<file path="config.mk">
export PLATFORM = sky130hd
export DESIGN_NAME = nand_bus_decoder
export DESIGN_NICKNAME = d
export VERILOG_FILES = /design/src/rtl/nfd_pkg.sv /design/src/rtl/nfd_decode.sv /design/src/rtl/nfd_rb_sync.sv /design/src/rtl/nfd_hold.sv /design/src/rtl/nand_bus_decoder.sv
export SDC_FILE = /design/constraint.sdc
export NUM_CORES = 1
export LEC_CHECK = 0
export BUFFER_PORTS_ARGS = -buffer_cell sky130_fd_sc_hd__buf_4
export CORE_UTILIZATION = 40
export CTS_CLUSTER_DIAMETER = 30
export CTS_CLUSTER_SIZE = 8
export DETAILED_ROUTE_END_ITERATION = 8
export HOLD_SLACK_MARGIN = 0.05
export PLACE_DENSITY = 0.94
export SYNTH_ARGS = -nofsm -noshare
export SYNTH_HDL_FRONTEND = slang
export SYNTH_HIERARCHICAL = 1
export SYNTH_SLANG_ARGS = --single-unit
export TNS_END_PERCENT = 20
</file>
<file path="constraint.sdc">
create_clock -name clk -period 3.4 [get_ports clk]
set_input_delay 0 -clock clk [delete_from_list [all_inputs] [get_ports clk]]
set_output_delay 0 -clock clk [all_outputs]
set_load 0.02 [all_outputs]
</file>
<file path="src/rtl/nfd_pkg.sv">
package nfd_pkg;
  // What a host cycle is aimed at
  typedef enum logic [1:0] {
    TGT_NONE = 2'd0,
    TGT_SOCK = 2'd1,
    TGT_REGS = 2'd2
  } nfd_tgt_e;
endpackage

</file>
<file path="src/rtl/nfd_decode.sv">
module nfd_decode
  import nfd_pkg::*;
#(
  parameter int unsigned ADDR_W    = 25,
  parameter int unsigned SEL_LSB   = 22,
  parameter int unsigned SEL_W     = 3,
  parameter int unsigned NUM_SOCK  = 2,
  parameter int unsigned SOCK_BASE = 2,
  parameter int unsigned REG_SEL   = 4,
  parameter int unsigned SW        = 1
) (
  input  logic                cs_n,
  input  logic [ADDR_W-1:0]   addr,
  output nfd_tgt_e            tgt,
  output logic [SW-1:0]       sock_idx,
  output logic [NUM_SOCK-1:0] sock_hit
);
  logic [SEL_W-1:0] sel;
  logic             unused_addr;

  assign sel         = addr[SEL_LSB +: SEL_W];
  assign unused_addr = ^addr;

  // One comparator per socket; socket g sits at pattern SOCK_BASE+g
  for (genvar g = 0; g < NUM_SOCK; g++) begin : g_sock
    assign sock_hit[g] = !cs_n && (sel == SEL_W'(SOCK_BASE + g));
  end

  always_comb begin
    tgt      = TGT_NONE;
    sock_idx = '0;
    for (int i = 0; i < NUM_SOCK; i++) begin
      if (sock_hit[i]) begin
        tgt      = TGT_SOCK;
        sock_idx = SW'(i);
      end
    end
    if (!cs_n && (sel == SEL_W'(REG_SEL))) tgt = TGT_REGS;
  end
endmodule

</file>
<file path="src/rtl/nfd_rb_sync.sv">
module nfd_rb_sync #(
  parameter int unsigned NUM_SOCK = 2,
  parameter int unsigned STAGES   = 2,
  parameter int unsigned SW       = 1
) (
  input  logic                clk,
  input  logic                rst_n,
  input  logic [NUM_SOCK-1:0] rb_in,
  input  logic                acc_en,
  input  logic [SW-1:0]       acc_idx,
  output logic                ready
);
  logic [NUM_SOCK-1:0][STAGES-1:0] chain_q, chain_d;
  logic [SW-1:0]                   last_q, last_d;

  always_comb begin
    for (int i = 0; i < NUM_SOCK; i++) begin
      chain_d[i] = {chain_q[i][STAGES-2:0], rb_in[i]};
    end
    last_d = acc_en ? acc_idx : last_q;
  end

  always_ff @(posedge clk or negedge rst_n) begin
    if (!rst_n) begin
      chain_q <= '0;
      last_q  <= '0;
    end else begin
      chain_q <= chain_d;
      last_q  <= last_d;
    end
  end

  assign ready = chain_q[last_q][STAGES-1];

  // socket choice only moves on a socket access
  p_last_kept_r8: assert property (@(posedge clk) disable iff (!rst_n)
    !acc_en |=> $stable(last_q));
endmodule

</file>
<file path="src/rtl/nfd_hold.sv">
module nfd_hold #(
  parameter int unsigned DATA_W   = 8,
  parameter int unsigned HOLD_CYC = 3
) (
  input  logic              clk,
  input  logic              rst_n,
  input  logic              wr_act,
  input  logic [DATA_W-1:0] wdata,
  output logic [DATA_W-1:0] dout,
  output logic              doe
);
  localparam int unsigned CW = $clog2(HOLD_CYC + 1);

  logic [CW-1:0]     cnt_q, cnt_d;
  logic [DATA_W-1:0] data_q;
  logic              data_en;

  assign data_en = wr_act;

  always_comb begin
    cnt_d = cnt_q;
    if (wr_act)               cnt_d = CW'(HOLD_CYC);
    else if (cnt_q != '0)     cnt_d = cnt_q - CW'(1);
  end

  always_ff @(posedge clk or negedge rst_n) begin
    if (!rst_n) cnt_q <= '0;
    else        cnt_q <= cnt_d;
  end

  always_ff @(posedge clk or negedge rst_n) begin
    if (!rst_n)       data_q <= '0;
    else if (data_en) data_q <= wdata;
  end

  assign dout = wr_act ? wdata : data_q;
  assign doe  = wr_act || (cnt_q != '0);

  // driver still on the edge after a write strobe ends
  p_hold_after_write_r9: assert property (@(posedge clk) disable iff (!rst_n)
    ($past(wr_act) && !wr_act) |-> doe);
  // held byte does not move during the hold window
  p_dout_held_r9: assert property (@(posedge clk) disable iff (!rst_n)
    (doe && !wr_act && $past(doe) && !$past(wr_act)) |-> $stable(dout));
endmodule

</file>
<file path="src/rtl/nand_bus_decoder.sv">
module nand_bus_decoder
  import nfd_pkg::*;
#(
  parameter int unsigned ADDR_W    = 25,
  parameter int unsigned DATA_W    = 8,
  parameter int unsigned NUM_SOCK  = 2,
  parameter int unsigned SEL_LSB   = 22,
  parameter int unsigned SEL_W     = 3,
  parameter int unsigned SOCK_BASE = 2,
  parameter int unsigned REG_SEL   = 4,
  parameter int unsigned CLE_BIT   = 5,
  parameter int unsigned ALE_BIT   = 4,
  parameter int unsigned REG_OFS_W = 8,
  parameter int unsigned STAT_OFS  = 2,
  parameter int unsigned HOLD_CYC  = 3,
  parameter int unsigned STAGES    = 2
) (
  input  logic                clk,
  input  logic                rst_n,
  input  logic                host_cs_n,
  input  logic [ADDR_W-1:0]   host_addr,
  input  logic                host_rd_n,
  input  logic                host_wr_n,
  input  logic [DATA_W-1:0]   host_wdata,
  output logic [DATA_W-1:0]   host_rdata,
  input  logic [NUM_SOCK-1:0] flash_rb,
  input  logic [DATA_W-1:0]   flash_din,
  output logic [NUM_SOCK-1:0] flash_ce_n,
  output logic                flash_cle,
  output logic                flash_ale,
  output logic                flash_re_n,
  output logic                flash_we_n,
  output logic [DATA_W-1:0]   flash_dout,
  output logic                flash_doe
);
  localparam int unsigned SW = (NUM_SOCK > 1) ? $clog2(NUM_SOCK) : 1;

  nfd_tgt_e            tgt;
  logic [SW-1:0]       sock_idx;
  logic [NUM_SOCK-1:0] sock_hit;
  logic                sock_sel, wr_act, rd_act, acc_en, ready, stat_hit;

  nfd_decode #(
    .ADDR_W(ADDR_W), .SEL_LSB(SEL_LSB), .SEL_W(SEL_W), .NUM_SOCK(NUM_SOCK),
    .SOCK_BASE(SOCK_BASE), .REG_SEL(REG_SEL), .SW(SW)
  ) i_decode (
    .cs_n(host_cs_n), .addr(host_addr), .tgt(tgt),
    .sock_idx(sock_idx), .sock_hit(sock_hit)
  );

  assign sock_sel = (tgt == TGT_SOCK);
  assign wr_act   = sock_sel && !host_wr_n;
  assign rd_act   = sock_sel && !host_rd_n;
  assign acc_en   = wr_act || rd_act;

  nfd_rb_sync #(.NUM_SOCK(NUM_SOCK), .STAGES(STAGES), .SW(SW)) i_rb_sync (
    .clk(clk), .rst_n(rst_n), .rb_in(flash_rb), .acc_en(acc_en),
    .acc_idx(sock_idx), .ready(ready)
  );

  nfd_hold #(.DATA_W(DATA_W), .HOLD_CYC(HOLD_CYC)) i_hold (
    .clk(clk), .rst_n(rst_n), .wr_act(wr_act), .wdata(host_wdata),
    .dout(flash_dout), .doe(flash_doe)
  );

  assign flash_ce_n = ~sock_hit;
  assign flash_we_n = !wr_act;
  assign flash_re_n = !rd_act;
  assign flash_cle  = wr_act && host_addr[CLE_BIT];
  assign flash_ale  = wr_act && !host_addr[CLE_BIT] && host_addr[ALE_BIT];

  assign stat_hit = (host_addr[REG_OFS_W-1:0] == REG_OFS_W'(STAT_OFS));

  always_comb begin
    unique case (tgt)
      TGT_SOCK: host_rdata = flash_din;
      TGT_REGS: host_rdata = stat_hit ? {{(DATA_W-1){1'b0}}, ready} : '0;
      default:  host_rdata = '1;
    endcase
  end

  // latch strobes never both high
  p_cle_ale_excl_r2: assert property (@(posedge clk) disable iff (!rst_n)
    !(flash_cle && flash_ale));
  // one chip enable at most
  p_ce_onehot_r3: assert property (@(posedge clk) disable iff (!rst_n)
    $onehot0(~flash_ce_n));
  // a flash strobe needs an active chip enable
  p_strobe_needs_ce_r4: assert property (@(posedge clk) disable iff (!rst_n)
    (!flash_we_n || !flash_re_n) |-> !(&flash_ce_n));
  // no chip enable, no flash activity
  p_idle_when_unselected_r10: assert property (@(posedge clk) disable iff (!rst_n)
    (&flash_ce_n) |-> (flash_we_n && flash_re_n && !flash_cle && !flash_ale));
endmodule

</file>
==> results.yml <==
timing:
  finalHoldViolCount: 0
  slew_headroom_pct: 63.1
  drv_slew: 0
  clock.fmax_mhz: 487
  rsz0062_at_grt: "no"
  period_share_pct: 60.3
  timing.hold.ws_ps: 102
  worst_pin_slew_ps: 553
  finalClockSkew_ps: 3.57
  setup_viol: 0
  tns_ps: 0
  layout_min_cycle_time_ps: 2050
logic_synthesis:
  synth_area_leaders: "dfrtp_1, mux2_4, a21o_1"
  netlist_area_um2: 812
  synth.most_common_cell: "dfrtp_1"
  synth_top_area_cell: "dfrtp_1"
  ys.flop_type: "dfrtp_1"
  yosysSeqAreaShare_pct: 46.2
  synth_fp_nets: 115
  ys_ff_latch: 15
  synth_cell_types: 22
  async_flop_share_pct: 100
  synth_edf_count: 0
  synth_cells: 64
  synth_top_area_share_pct: 46.2
  avgSynthCellArea_um2: 12.7
  yosys_warnings: 6
  synth_common_cells: "dfrtp_1, mux2_4, a21o_1, inv_1, nand2b_1"
pwr:
  p_per_area_nw_per_um2: 428
  p_leak_uw: 0.000699
  combPwrFrac_pct: 44.7
  p_clk_share_pct: 16.0
  switching_power_uw: 187
  sw_frac_of_total_pct: 31.7
  finalPower_uw: 590
  power.share.sequential_pct: 39.3
  peakVddDrop_mv: 0.343
  p_int_uw: 403
clock_tree:
  clock_latency_ps: 270
  cts_sinks: 15
  htreeDepth: 1
  clk_pin_slew_ps: 80
  cts_tree: "done"
  cts.path.max_buffers: 2
  cts-root-buf: "clkbuf_4"
  numCtsBuffers: 3
  cts_setup_buffers: 0
floorplanning:
  io_pins: 71
  die-height_um: 47.1
  die_x_um: 47.1
  initial_utilization_pct: 44.6
  rows: 15
  core_um2: 1820
  die_area_um2: 2210
global_route:
  grt-ovfl-total: 0
  grt_pass1_vias: 699
  grt_max_degree: 16
  grt_pass1_wl_um: 2660
  antenna_found_initial: 0
  grt_usage_pct: 17.5
setup_path:
  critPathKind: "in -> out"
  critPathBufInv: 3
  path_cells: "buf_4 -> nor3b_1 -> ha_1 -> nand2b_1 -> inv_1 -> mux2_2 -> buf_4"
  path_max_fanout: 12
  endpoint_kind: "primary output"
  r2r_slack_ps: 2260
  cp_common_cell: "buf_4"
  critPathSlowestCell: "inv_1"
  critical_path.max_stage_delay_ps: 450
  cp.depth: 7
  critPathTopFamily: "buffers and inverters"
  worstRegToRegCells: 4
  cp.required_ps: 3400
  worstPathArrival_ps: 2050
  start_kind: "input pin"
placed_design:
  place_hpwl_um: 1420
  dp_cells: 142
  portBuffers: 56
  gp_congestion: 0.677
route:
  dr.pass1.iters: 4
  via_count: 725
  viasPerCell: 4.62
  wl_per_cell_um: 12.2
  route.detailed.drc: 0
  ant_nets: 0
  wl_um: 1910
  drt_iter0_markers: 5
finish:
  stdcell_count: 157
  drive_gt1_share_pct: 54.5
  utilization_pct: 75.7
  num_antenna_cells: 0
  fin_nets: 184
  synthToLayoutAreaGrowth_pct: 69.6
  fill_cells: 119
status:
  status: "finished clean"
run:
  drv_cap: 0
hold_path:
  hold_path_class: "in -> async"
[state kept, by name, summed over array words and instances, names as in the netlist]
name               cells
i_hold/data_q          8
i_hold/cnt_q           2
i_rb_sync/chain_d      2
i_rb_sync/chain_q      2
i_rb_sync/last_q       1
[through the flow]
step / setup slack, ps / area [µm²]
6_report: 1350 / 1380
5_1_grt: 1180 / 1380
4_1_cts: 1370 / 1380
3_5_place_dp: 1390 / 1240
3_3_place_gp: 1460 / 1240
2_1_floorplan: 1800 / 812
[metal layers]
metal | wire length (µm) | GRT usage, % | share of wire (%)
met5 | 0 | 0 | 0
met4 | 0 | 6.86 | 0
met3 | 230 | 4.23 | 12
met2 | 950 | 34.7 | 50
met1 | 728 | 16.9 | 38
[power groups by stage]
stage | Clock [µW] | Sequential, µW | Combinational (µW)
after global placement | 0 | 234 | 243
after detailed placement | 0 | 235 | 253
final | 94.5 | 232 | 264
after CTS | 98.4 | 232 | 264
after floorplan | 0 | 231 | 152
after global routing | 107 | 236 | 287
[placed cells by master, fill, tap and decap left out, drive strengths merged, types with 2 or more instances in the layout]
| cell | instances |
|---|---|
| clkbuf | 4 |
| dlygate4sd3 | 11 |
| inv | 7 |
| mux2 | 10 |
| nor3b | 2 |
| nor4b | 2 |
| buf | 56 |
| ha | 3 |
| a21o | 7 |
| nor2 | 2 |
| dfrtp | 15 |
| nand2b | 4 |
[logic make-up after synthesis]
group           count (synthesis)  share of synthesized area (%)
flops                          15                           46.2
mux                            10                           18.0
fa+ha+maj                       3                           4.62
xor+xnor                        1                           1.08
simple gates                   15                           13.9
buf+inv                        10                           6.01
compound gates                 10                           10.2
[worst paths after layout]
check / to / start
max: flash_dout[6] / host_cs_n
min: i_hold/data_q[1] / rst_n
max reg2reg: i_hold/cnt_q[1] / i_hold/cnt_q[0]
min reg2reg: i_rb_sync/chain_q[3] / i_rb_sync/chain_d[3]
max in group asynchronous: i_hold/data_q[6] / rst_n
min in group clk: i_rb_sync/last_q / host_rd_n
[repair_timing]
item                      in CTS  in global routing
hold buffers                  11                  0
gates resized for setup        0                  0
hold endpoints to repair      25                  0
[final cells by class]
type | instances | area, µm² | share of cell area (%)
Multi-Input combinational cell | 39 | 388 | 28.2
Clock buffer | 4 | 26.3 | 1.91
Sequential cell | 15 | 375 | 27.2
Tap cell | 25 | 31.3 | 2.27
Timing Repair Buffer | 67 | 531 | 38.5
Inverter | 7 | 26.3 | 1.91
Power figures use the tool's default switching activity.
